## config.mk

```make
export PLATFORM = sky130hd
export DESIGN_NAME = fwd_hazard_ctl
export DESIGN_NICKNAME = d
export VERILOG_FILES = /design/src/rtl/hzd_pkg.sv /design/src/rtl/hzd_fwd_sel.sv /design/src/rtl/hzd_load_lock.sv /design/src/rtl/hzd_regfile.sv /design/src/rtl/fwd_hazard_ctl.sv
export SDC_FILE = /design/constraint.sdc
export NUM_CORES = 2
export LEC_CHECK = 0
export BUFFER_PORTS_ARGS = -buffer_cell sky130_fd_sc_hd__buf_2
export CAP_MARGIN = 20
export CORE_MARGIN = 4
export CORE_UTILIZATION = 59
export DETAILED_ROUTE_END_ITERATION = 6
export GPL_ROUTABILITY_DRIVEN = 0
export PLACE_DENSITY_LB_ADDON = 0.25
export SYNTH_ARGS = -nofsm -noshare
export SYNTH_HDL_FRONTEND = slang
export SYNTH_SLANG_ARGS = --single-unit
```

## constraint.sdc

```tcl
create_clock -name clk -period 6.9 [get_ports clk]
set_input_delay 1.035 -clock clk [delete_from_list [all_inputs] [get_ports clk]]
set_output_delay 1.035 -clock clk [all_outputs]
set_load 0.02 [all_outputs]
```

## src/rtl/hzd_pkg.sv

```systemverilog
package hzd_pkg;

    typedef enum logic [1:0] {
        SEL_RF = 2'b00,
        SEL_MW = 2'b01,
        SEL_XM = 2'b10
    } opsel_e;

    // Younger result wins: the execute/memory hit is tested first.
    function automatic opsel_e pick_src(input logic src_nz,
                                        input logic xm_hit,
                                        input logic mw_hit);
        if (!src_nz)     return SEL_RF;
        else if (xm_hit) return SEL_XM;
        else if (mw_hit) return SEL_MW;
        else             return SEL_RF;
    endfunction

endpackage

```

## src/rtl/hzd_fwd_sel.sv

```systemverilog
module hzd_fwd_sel
    import hzd_pkg::*;
#(
    parameter int AW = 5
) (
    input  logic [AW-1:0] src,
    input  logic [AW-1:0] xm_rd,
    input  logic          xm_we,
    input  logic          xm_load,
    input  logic [AW-1:0] mw_rd,
    input  logic          mw_we,
    output opsel_e        sel
);
    logic src_nz;
    logic xm_hit;
    logic mw_hit;

    assign src_nz = (src != '0);
    // A load in execute/memory has no data yet, so it cannot forward.
    assign xm_hit = xm_we && !xm_load && (xm_rd == src);
    assign mw_hit = mw_we && (mw_rd == src);
    assign sel    = pick_src(src_nz, xm_hit, mw_hit);
endmodule

```

## src/rtl/hzd_load_lock.sv

```systemverilog
module hzd_load_lock #(
    parameter int AW = 5
) (
    input  logic          ex_is_load,
    input  logic [AW-1:0] ex_rd,
    input  logic [AW-1:0] id_rs_a,
    input  logic [AW-1:0] id_rs_b,
    input  logic          id_use_a,
    input  logic          id_use_b,
    output logic          stall
);
    logic dst_nz;
    logic hit_a;
    logic hit_b;

    assign dst_nz = (ex_rd != '0);
    assign hit_a  = id_use_a && (id_rs_a == ex_rd);
    assign hit_b  = id_use_b && (id_rs_b == ex_rd);
    assign stall  = ex_is_load && dst_nz && (hit_a || hit_b);
endmodule

```

## src/rtl/hzd_regfile.sv

```systemverilog
module hzd_regfile #(
    parameter int AW = 5,
    parameter int DW = 32
) (
    input  logic          clk,
    input  logic          rst,
    input  logic          we,
    input  logic [AW-1:0] wa,
    input  logic [DW-1:0] wd,
    input  logic [AW-1:0] ra_a,
    input  logic [AW-1:0] ra_b,
    output logic [DW-1:0] rd_a,
    output logic [DW-1:0] rd_b
);
    localparam int NREG = 1 << AW;

    logic [DW-1:0] regs [NREG];

    // Entry 0 stays zero; writes to it are dropped.
    always_ff @(posedge clk) begin
        if (rst) begin
            for (int i = 0; i < NREG; i++) regs[i] <= '0;
        end else if (we && (wa != '0)) begin
            regs[wa] <= wd;
        end
    end

    // Write-first read: a same-cycle write is seen by decode.
    function automatic logic [DW-1:0] rd_port(input logic [AW-1:0] ra,
                                              input logic          w_en,
                                              input logic [AW-1:0] w_a,
                                              input logic [DW-1:0] w_d,
                                              input logic [DW-1:0] stored);
        if (ra == '0)                  return '0;
        else if (w_en && (w_a == ra))  return w_d;
        else                           return stored;
    endfunction

    assign rd_a = rd_port(ra_a, we, wa, wd, regs[ra_a]);
    assign rd_b = rd_port(ra_b, we, wa, wd, regs[ra_b]);
endmodule

```

## src/rtl/fwd_hazard_ctl.sv

```systemverilog
module fwd_hazard_ctl
    import hzd_pkg::*;
#(
    parameter int AW = 5,
    parameter int DW = 32
) (
    input  logic          clk,
    input  logic          rst,
    input  logic [AW-1:0] id_rs_a,
    input  logic [AW-1:0] id_rs_b,
    input  logic          id_use_a,
    input  logic          id_use_b,
    input  logic [AW-1:0] ex_rs_a,
    input  logic [AW-1:0] ex_rs_b,
    input  logic [AW-1:0] ex_rd,
    input  logic          ex_is_load,
    input  logic [AW-1:0] xm_rd,
    input  logic          xm_we,
    input  logic          xm_load,
    input  logic [AW-1:0] mw_rd,
    input  logic          mw_we,
    input  logic [DW-1:0] mw_wdata,
    output logic [1:0]    fwd_sel_a,
    output logic [1:0]    fwd_sel_b,
    output logic          stall,
    output logic [DW-1:0] id_rdata_a,
    output logic [DW-1:0] id_rdata_b
);
    localparam int NOPS = 2;

    logic [AW-1:0] ex_src [NOPS];
    opsel_e        sel    [NOPS];

    assign ex_src[0] = ex_rs_a;
    assign ex_src[1] = ex_rs_b;

    for (genvar g = 0; g < NOPS; g++) begin : g_op
        hzd_fwd_sel #(.AW(AW)) u_sel (
            .src    (ex_src[g]),
            .xm_rd  (xm_rd),
            .xm_we  (xm_we),
            .xm_load(xm_load),
            .mw_rd  (mw_rd),
            .mw_we  (mw_we),
            .sel    (sel[g])
        );
    end

    assign fwd_sel_a = sel[0];
    assign fwd_sel_b = sel[1];

    hzd_load_lock #(.AW(AW)) u_lock (
        .ex_is_load(ex_is_load),
        .ex_rd     (ex_rd),
        .id_rs_a   (id_rs_a),
        .id_rs_b   (id_rs_b),
        .id_use_a  (id_use_a),
        .id_use_b  (id_use_b),
        .stall     (stall)
    );

    hzd_regfile #(.AW(AW), .DW(DW)) u_rf (
        .clk (clk),
        .rst (rst),
        .we  (mw_we),
        .wa  (mw_rd),
        .wd  (mw_wdata),
        .ra_a(id_rs_a),
        .ra_b(id_rs_b),
        .rd_a(id_rdata_a),
        .rd_b(id_rdata_b)
    );
endmodule

```

## Word-level counts from Yosys, hierarchy flattened

Memories as Yosys holds them, arrays and structs flattened.
Cells that the tools add are included.

| cells by class | value |
|---|---|
| eq/ne operators | 8 |
| muxes and demuxes | 18 |
| reduce and logical (&&, ||, !) cells | 21 |

Operator list:

| kind | number |
|---|---|
| $mux 32 | 5 |
| $eq 5x5->1 | 8 |
| $reduce_or 32->1 | 1 |
| $reduce_bool 5->1 | 4 |
| $logic_and 1x1->1 | 12 |
| $logic_not 5->1 | 2 |
| $mux 1 | 8 |
| $mux 2 | 4 |
| $mux 5 | 1 |
| $logic_not 1->1 | 1 |
| $logic_or 1x1->1 | 1 |

| word-level totals | value |
|---|---|
| register bits after elaboration | 0 |
| bits in writable memories | 1024 |
| bits of input ports | 75 |
| memories | 1 |

Memories:

| memory | words | width | rd ports | clocked after memory_dff | wr ports | line | source |
|---|---|---|---|---|---|---|---|
| u_rf.regs | 32 | 32 | 2 | 0 | 32 | hzd_regfile.sv:17 | `logic [DW-1:0] regs [NREG];` |

## Longest topological paths before layout

| depth | value |
|---|---|
| word-level depth | 7 |
| mapped depth | 9 |
| mapped depth without buffers | 5 |

## By module

Synthesis repeated with hierarchy kept, for this count alone.

| second synthesis, totals | value |
|---|---|
| cell total of the unflattened synthesis | 3855 |
| area, all modules | 55468.2 µm² |

By module, submodules not included:

| module | instances | cells an instance | area an instance (µm²) |
|---|---|---|---|
| hzd_regfile | 1 | 3802 | 55061.6 |
| hzd_fwd_sel | 2 | 18 | 136.4 |
| hzd_load_lock | 1 | 17 | 133.9 |

## Worst setup path after synthesis

No wires, ideal clock.

| timing path | value |
|---|---|
| path kind | input to output |
| start point | input id_rs_a[2] |
| end point | output id_rdata_a[31] |
| arrival | 2.764 ns |
| path slack | 3.101 ns |
| stages | 9 |
| path buffers | 4 |
| path through | buf_2 buf_6 buf_6 nand3b_1 clkbuf_1 o22ai_1 nor4_1 nor3_1 nor3_1 |

| on the way | value |
|---|---|
| longest elaborated chain between the ends | 4 |

Ends and longest elaborated chain:

| what | line | source |
|---|---|---|
| from (decl) | fwd_hazard_ctl.sv:9 | `input logic [AW-1:0] id_rs_a,` |
| branches (longest 3 deep; another with $mem_v2 32x32) | -- |  |
| $mux 32 (*) | hzd_regfile.sv:34 | `if (ra == '0) return '0;` |
| to (decl) | fwd_hazard_ctl.sv:26 | `output logic [DW-1:0] id_rdata_a,` |

Every way passes the cells marked *.

## Worst setup path in the final report

| timing path | value |
|---|---|
| start point | input id_rs_a[1] |
| end point | output id_rdata_a[16] |

Same word-level chain as after synthesis.

==> results.toml <==
[timing]
max_freq_ghz = 0.177
finalSetupViolations = 0
rsz0062_at_grt = "no"
setup_tns_ns = 0
fin_crit_ns = 5.66
hold_viol = 0
drv_slew = 0
worst_pin_slew_ns = 1.18
fin_crit_sh = 0.821
relSlewSlack = 0.210

[power]
peakVddDrop_v = 0.000211
power_leakage_nw = 21.1
power_density_nw_per_um2 = 251

[clock_tree]
post_cts_resized = 0
cts_hold_buf = 0
post-cts-setup-buffers = 0
cts_buffer_depth = 3
numCtsBuffers = 108
htreeDepth = 3
cts.clk_slew.worst_paths_ns = 0.06
cts_tree = "done"
cts_sinks = 1024
cts_root_buffer = "clkbuf_16"

[final_layout]
final_common_cell = "edfxtp_1"
final_core_util = 0.649
drive_gt1_frac = 0.223
nNetsFinal = 3915
largest_reg_flops = 1024
syn_to_final_growth_pct = 9.31
top_register = "u_rf.regs"
final_cell_mix = "1,024 x edfxtp_1, 994 x and2_1, 395 x mux4_2, 205 x mux2i_1, 135 x buf_2"
n_fill_cell = 6621
reg_top3 = "u_rf.regs: 1024 flops"

[status]
status = "complete, but fails checks"
violations = "DRC"

[hold_path]
holdPathStages = 1
worstHoldStart = "rst"
hold_path_class = "input pin to flip-flop"

[global_route]
met2_usage = 0.577
grt_max_degree = 81
use_met1 = 0.505
grt_pass1_vias = 37600
grt_remaining_overflow = 0
groute.layer.met3.usage = 0.134
antenna_found_initial = 20
grt-busiest-layer = "met2"
grtUsageTotal = 0.393
grt_pass1_wl_um = 272000

[detailed_routing]
routedWlPerCell_um = 37.5
viasPerCell = 7.29
firstDrtPassIters = 7
wl_um = 195000
vias = 37800
drc = 3
drtIter0Drc = 6937
ant_nets = 0

[setup_path]
crit_fanout = 80
cp.arrival_ns = 4.63
required_ns = 5.86
cp-end-kind = "output pin"
max_stage_delay_ns = 0.95
crit_type = "input pin to output pin"
cp_common_cell = "nor3_1"
slowest_stage = "nor2_2"
worstSetupEndpoint = "id_rdata_a[16]"
worstSetupStartpointType = "input pin"
critPathLaunch = "id_rs_a[1]"
worstPathCellList = "clkbuf_8 -> xnor2_1 -> nand4_1 -> nor2_2 -> nor3_1 -> nor3_1 -> buf_2"

[yosys]
syn_area_um2 = 55400
synth.avg_cell_area_um2 = 14.4
yosysWarnings = 0
synth_top_cell_by_area = "edfxtp_1"
ys_seq_area_frac = 0.555
synth_area_leaders = "edfxtp_1 56%, mux4_2 16%, and2_1 11%"
synth_ff_type = "edfxtp_1"
ys_types = 53
synth_seq_cells = 1024
postSynthCellCount = 3857
synthArstFlopShare = 0
synth_top_area_frac = 0.555
synth_edf_count = 1024

[floorplanning]
row_count = 112
initial_core_util = 0.594
num_io_pins = 144
die_h_um = 314
die_w_um = 314
die_area_um2 = 98800
coreArea_um2 = 93200

[run]
drv_cap = 0

[placement]
portBuffers = 143
hpwl_um = 112000
-- critical path: cells and delay by family --
family / cells / cell delay [ns]
and+or+nand+nor: 4 / 2.31
xor gates and xnor gates: 1 / 0.19
buffers and inverters: 2 / 0.96
-- layer usage --
layer	vias up	wire, µm
met1	18700	63500
met2	3568	85300
met5	-	52
met4	6	15600
met3	775	30200
li1	14800	-
-- cells in the mapped netlist (2+ instances only) --
cell      number
a211o_1        3
a211oi_1      55
a21oi_1       55
a221o_1       23
a221oi_1      19
a221oi_2       3
a22oi_1       67
a32o_1        32
and2_1       995
buf_1          9
buf_2         75
buf_4         21
buf_6         24
buf_8          3
clkbuf_1     279
edfxtp_1    1024
inv_1          2
mux2_1        40
mux2_2         3
mux2i_1      205
mux4_2       395
nand2_1       71
nand2b_1       8
nand3_1        5
nand3b_1       7
nand4_1        4
nand4b_1       2
nor2_1        80
nor2_2         2
nor2b_1       19
nor3_1        54
nor3b_1       10
nor4_1        27
nor4b_1        2
o21ai_0       11
o21ai_1        4
o221ai_1      32
o22ai_1       99
or2_1          9
or2_2         25
or3b_1         4
or4_1          2
xnor2_1       18
xor2_1        21
-- layout make-up --
| class | instances | area, µm² | share of cell area |
|---|---|---|---|
| Inverter | 3 | 11.3 | 0.000186 |
| Antenna cell | 9 | 22.5 | 0.000372 |
| Clock buffer | 138 | 2920 | 0.0483 |
| Clock inverter | 53 | 517 | 0.00854 |
| Sequential cell | 1024 | 30700 | 0.508 |
| Tap cell | 1254 | 1570 | 0.0259 |
| Multi-Input combinational cell | 2448 | 23000 | 0.380 |
| Timing Repair Buffer | 255 | 1730 | 0.0286 |
-- cells by family after synthesis --
group / synth area share
simple gates: 0.143
xor+xnor: 0.00617
other cells: 0.0000677
compound gates: 0.0538
flops: 0.555
buf+inv: 0.0355
mux: 0.206
-- through the flow --
stage / hold WS, ns / std cells / power (W) / cell area, µm² / setup WS, ns
finish: 0.835 / 5184 / 0.0152 / 60500 / 1.24
global route: 0.809 / 5181 / 0.0155 / 60500 / 1.38
CTS: 0.800 / 5174 / 0.0151 / 60500 / 1.60
detailed placement: 1.50 / 4983 / 0.00941 / 57100 / 1.62
global placement: 1.50 / 4982 / 0.00937 / 57000 / 1.63
floorplan: 1.23 / 3888 / 0.00863 / 55500 / 3.10
-- power breakdown --
part	internal [W]	switching [W]	total, W
Sequential	0.00719	0.000179	0.00737
Clock	0.00337	0.00244	0.00581
Combinational	0.000730	0.00127	0.00200
Total	0.0113	0.00389	0.0152
-- worst min path at each step --
stage,to,slack (ns)
final,u_rf.regs[0][29]$_SDFFCE_PN0P_,0.84
after global routing,u_rf.regs[0][2]$_SDFFCE_PN0P_,0.81
after CTS,u_rf.regs[0][29]$_SDFFCE_PN0P_,0.80
after detailed placement,u_rf.regs[0][29]$_SDFFCE_PN0P_,1.50
after global placement,u_rf.regs[0][29]$_SDFFCE_PN0P_,1.50
after floorplan,u_rf.regs[1][31]$_SDFFCE_PN0P_,1.23
Note: power is estimated with default switching activity, not from simulation.
